$ cat config.mk
export PLATFORM = sky130hd
export DESIGN_NAME = clkdiv_sel
export DESIGN_NICKNAME = d
export VERILOG_FILES = /design/src/rtl/clkdiv_sel.sv
export SDC_FILE = /design/constraint.sdc
export NUM_CORES = 1
export LEC_CHECK = 0
export CAP_MARGIN = 20
export CELL_PAD_IN_SITES_DETAIL_PLACEMENT = 1
export CELL_PAD_IN_SITES_GLOBAL_PLACEMENT = 1
export CORE_MARGIN = 2
export CORE_UTILIZATION = 24
export CTS_CLUSTER_DIAMETER = 150
export DETAILED_ROUTE_END_ITERATION = 8
export DONT_BUFFER_PORTS = 1
export PLACE_DENSITY = 0.47
export SLEW_MARGIN = 30
export SYNTH_ARGS = -nofsm -noshare
export SYNTH_HDL_FRONTEND = slang
export SYNTH_SLANG_ARGS = --single-unit
export TNS_END_PERCENT = 20
$ cat constraint.sdc
create_clock -name clk_in -period 1.6 [get_ports clk_in]
set_input_delay 0.24 -clock clk_in [delete_from_list [all_inputs] [get_ports clk_in]]
set_output_delay 0.24 -clock clk_in [all_outputs]
set_load 0.01 [all_outputs]
$ cat src/rtl/clkdiv_sel.sv
module clkdiv_sel #(
  parameter int SYNC_STAGES = 2
) (
  input  logic       clk_in,
  input  logic       rst_n,
  input  logic       enable,
  input  logic [1:0] ratio_sel,
  output logic       clk_out
);
  localparam int CW = 3;
  localparam int PW = 3;
  localparam logic [CW-1:0] WRAP = '1;

  logic [SYNC_STAGES*PW-1:0] pipe;
  logic [1:0]    sel_s, cur, cur_nx;
  logic          en_s, en_act, en_nx;
  logic [CW-1:0] cnt, cnt_nx;
  logic          wrap, q_out, q_nx, run1;

  always_ff @(posedge clk_in or negedge rst_n)
    if (!rst_n) pipe <= '0;
    else        pipe <= {pipe[(SYNC_STAGES-1)*PW-1:0], enable, ratio_sel};

  assign {en_s, sel_s} = pipe[SYNC_STAGES*PW-1 -: PW];

  assign wrap   = (cnt == WRAP);
  assign cnt_nx = cnt + 1'b1;
  assign cur_nx = wrap ? sel_s : cur;
  assign en_nx  = wrap ? en_s  : en_act;

  always_comb begin
    case (cur_nx)
      2'd1:    q_nx = cnt_nx[0];
      2'd2:    q_nx = cnt_nx[1];
      2'd3:    q_nx = cnt_nx[2];
      default: q_nx = 1'b0;
    endcase
    q_nx = q_nx & en_nx;
  end

  always_ff @(posedge clk_in or negedge rst_n)
    if (!rst_n) begin
      cnt    <= '0;
      cur    <= 2'd0;
      en_act <= 1'b0;
      q_out  <= 1'b0;
    end else begin
      cnt    <= cnt_nx;
      cur    <= cur_nx;
      en_act <= en_nx;
      q_out  <= q_nx;
    end

  logic pass_now, pass_next;
  assign pass_now  = en_act && (cur == 2'd0);
  assign pass_next = en_s && (sel_s == 2'd0);

  always_ff @(negedge clk_in or negedge rst_n)
    if (!rst_n) run1 <= 1'b0;
    else        run1 <= wrap ? (pass_now && pass_next) : pass_now;

  assign clk_out = q_out | (clk_in & run1);
endmodule


Word-level counts from Yosys, hierarchy flattened
Index checks and enable logic that the tools add are counted.

Bits in registers: 14. Input bits: 5.

Bitwise operators: 3. Equality and inequality tests: 4. Add/subtract/negate cells: 1. Reductions and logical operators: 5. Multiplexer cells: 4.

Operator list (count): 2-bit == test (second input constant) (2); 2-bit zero test (2); 3-bit by 1-bit adder with 3-bit output (second input constant) (1); 3-bit == test (second input constant) (1); 1-bit logical AND (3); 1-bit one-hot mux with 3 select lines (1); 1-bit bitwise AND (2); 2-bit by 1-bit == test with 1-bit output (second input constant) (1); 1-bit 2-to-1 mux (2); 2-bit 2-to-1 mux (1); 1-bit bitwise OR (1).

Depth between registers and ports, before layout
Depth after elaboration: 5. Gate-level depth with buffers: 5. Mapped depth without buffers: 5.

==> qor.txt <==
Grt ovf = 0
Placed Cells = 58
EDFF count, synth = 0
Total Wirelength = 912 um
Register-to-register setup slack = -0.24 ns
Critical path, cell by cell = a21o_1
Fin. Hold Viols = 0
Synth cell types = 14
Mux share of post-synthesis cell area = 7.612%
Vias in the first global route = 346
Multi-input gate area = 162.7 um2
Slowest Stage Delay on Critical Path = 0.38 ns
Mean cell area of the mapped netlist = 15.89 um2
Leak = 0.2993 nW
Crit Path Class = register to output port
Rows = 16
Worst slew margin = 59.48%
Setup TNS = -0.6845 ns
Most instantiated cells after synthesis = 13 x dfrtp_1, 3 x nand2_1, 2 x ha_1, 2 x inv_1
Synth warn = 0
Clock transition at the registers of the reported paths = 0.06 ns
Routed Antenna Nets = 0
Hold Path Class = input pin to asynchronous set/reset pin
Die width = 48.57 um
Area after DPL = 551.8 um2
Initial antenna violation count = 0
Post-route cell area = 660.6 um2
WP data arrival = 1.73 ns
Unrepaired setup endpoints after global routing = true
Register area share after synthesis = 73.49%
Avg WL per Cell = 13.22 um
Boundary Pins = 6
Worst Path Required = 1.36 ns
Adder-cell share of the synthesized area = 5.249%
Max-cap viol count = 0
Area leader, netlist = dfrtp_1
Fin. max-slew vios = 0
Reg-to-Reg End = run1$_DFF_NN0_
Crit path max-delay family = flip-flops
IO buf count = 0
FF-to-FF path depth = 3
Ant diodes = 0
Most common cell in the netlist = dfrtp_1
Clk_skew = 0.01524 ns
Cells after Synth = 30
Fin Hold WS = 0.2218 ns
Net Count, Synth = 37
CP Launch Point = run1$_DFF_NN0_
Layout cells sized above 1 = 33.33%
Final nets = 50
Core area = 1922 um2
DRT Pass-1 Iters = 1
HPWL after detailed placement = 623.4 um
First-pass GRT wire length = 1.483 mm
Initial DRC count = 0
Initial core utilization = 24.80%
Pwr per Cell Area = 1153 nW/um2
Final Instance Count excl. Fillers = 69
RD Place Congestion = 0.7157
Post-synthesis compound-gate area fraction = 7.612%
CTS tree = done
Status = complete, but fails checks
Worst path depth = 1
Failing checks = negative setup slack
Mapped Area = 476.7 um2
# fillers = 222
Setup WS post-layout = -0.3684 ns
Die Span Y = 48.57 um
Design Power = 761.7 uW
Ys flop type = dfrtp_1
Vias = 284
Asr flop ratio synth = 100.0%
CP Capture Point = clk_out
Slew of the pin with the lowest slew margin = 0.6058 ns
Final setup violating endpoints = 3
Simple-gate share of the synthesized area = 4.462%
Post-Synth XOR/XNOR Area = 0%
Synth top area share = 68.24%
Remaining DRCs = 0
Worst Path Max Fanout = 1
Buf+Inv Stages, Crit Path = 0
Vias per Instance = 4.116
All-Layer GR Usage = 10.05%
Worst vdd ir = 0.4909 mV
Clock Latency Late Sink = 0.39 ns
Nature of the critical path startpoint = register
Layout area overhead = 38.58%
Largest net degree at the start of global routing = 14
Worst r2r src = cnt[0]$_DFF_PN0_
Setup crit end kind = output port
Synth area leaders = dfrtp_1 68%, dfrtn_1 5.2%, ha_1 5.2%, a221oi_2 3.1%, mux2_4 3.1%
Register area = 350.3 um2
Flops & latches, synth = 14
Combinational family with the most area after synthesis = compound AO/OA/AOI/OAI gates
Slowest CP cell = dfrtn_1
Die Area = 2359 um2
-- through the flow --
stage / setup slack [ns] / util [%]
2_1_floorplan: -0.2526 / -
3_3_place_gp: -0.2548 / 28.71
3_5_place_dp: -0.2842 / 28.71
4_1_cts: -0.3874 / 34.38
5_1_grt: -0.4289 / 34.38
6_report: -0.3684 / 34.38
-- layout by cell type, fill, tap and decap left out, drive strengths merged --
cell type / synthesis / final
a2111oi: 1 / 1
a21o: 1 / 1
a21oi: 1 / 1
a221oi: 1 / 1
buf: 0 / 1
clkbuf: 0 / 7
dfrtn: 1 / 1
dfrtp: 13 / 13
dlygate4sd3: 0 / 4
ha: 2 / 2
inv: 2 / 2
mux2: 2 / 2
mux2i: 1 / 1
nand2: 3 / 3
nand2b: 1 / 1
nor2: 1 / 1
-- what timing repair did --
action	4_1_cts	5_1_grt
gates resized for setup	1	0
hold buffers	4	0
pin swaps	0	1
setup endpoints to repair	3	3
endpoints found under the hold margin	16	0
setup buffers	0	0
-- cell type report --
cell class	count	area share [%]
Sequential cell	14	53.03
Multi-Input combinational cell	14	24.62
Clock buffer	7	8.902
Timing Repair Buffer	5	7.197
Tap cell	27	5.114
Inverter	2	1.136
-- power breakdown --
part | leakage, nW | total, mW | internal, mW | switching (mW)
Clock | 0.0441 | 0.357 | 0.223 | 0.134
Sequential | 0.169 | 0.375 | 0.367 | 0.00780
Combinational | 0.0858 | 0.0292 | 0.0143 | 0.0149
Total | 0.299 | 0.762 | 0.605 | 0.157
-- kinds of logic (layout without fill, tap and decap cells) --
kind of cell             count (synthesis)  count (layout)
flip-flops                              14              14
AO/OA/AOI/OAI                            4               4
adder cells (fa/ha/maj)                  2               2
buffers and inverters                    2              14
multiplexers                             3               3
AND/OR/NAND/NOR                          5               5
-- per-layer routing --
metal,up-vias,wire length (um),track usage (%)
met5,-,0,0
met4,0,11,7.143
met3,3,83,9.259
met2,9,486,15.97
met1,144,331,7.540
li1,128,-,-
-- registers in the layout, indices dropped and copies added (netlist names) --
register	cells
pipe	6
cur	2
q_out	1
run1	1
cnt	3
en_act	1
-- how the worst min path moves through the flow --
stage                from                to  cells past startpoint
finish              rst_n    run1$_DFF_NN0_                      0
global route        rst_n    run1$_DFF_NN0_                      0
CTS                 rst_n    run1$_DFF_NN0_                      0
detailed placement  rst_n  cnt[2]$_DFF_PN0_                      0
global placement    rst_n  cnt[1]$_DFF_PN0_                      0
floorplan           rst_n  cnt[0]$_DFF_PN0_                      0
No activity file was read; power rests on OpenSTA's default activity.
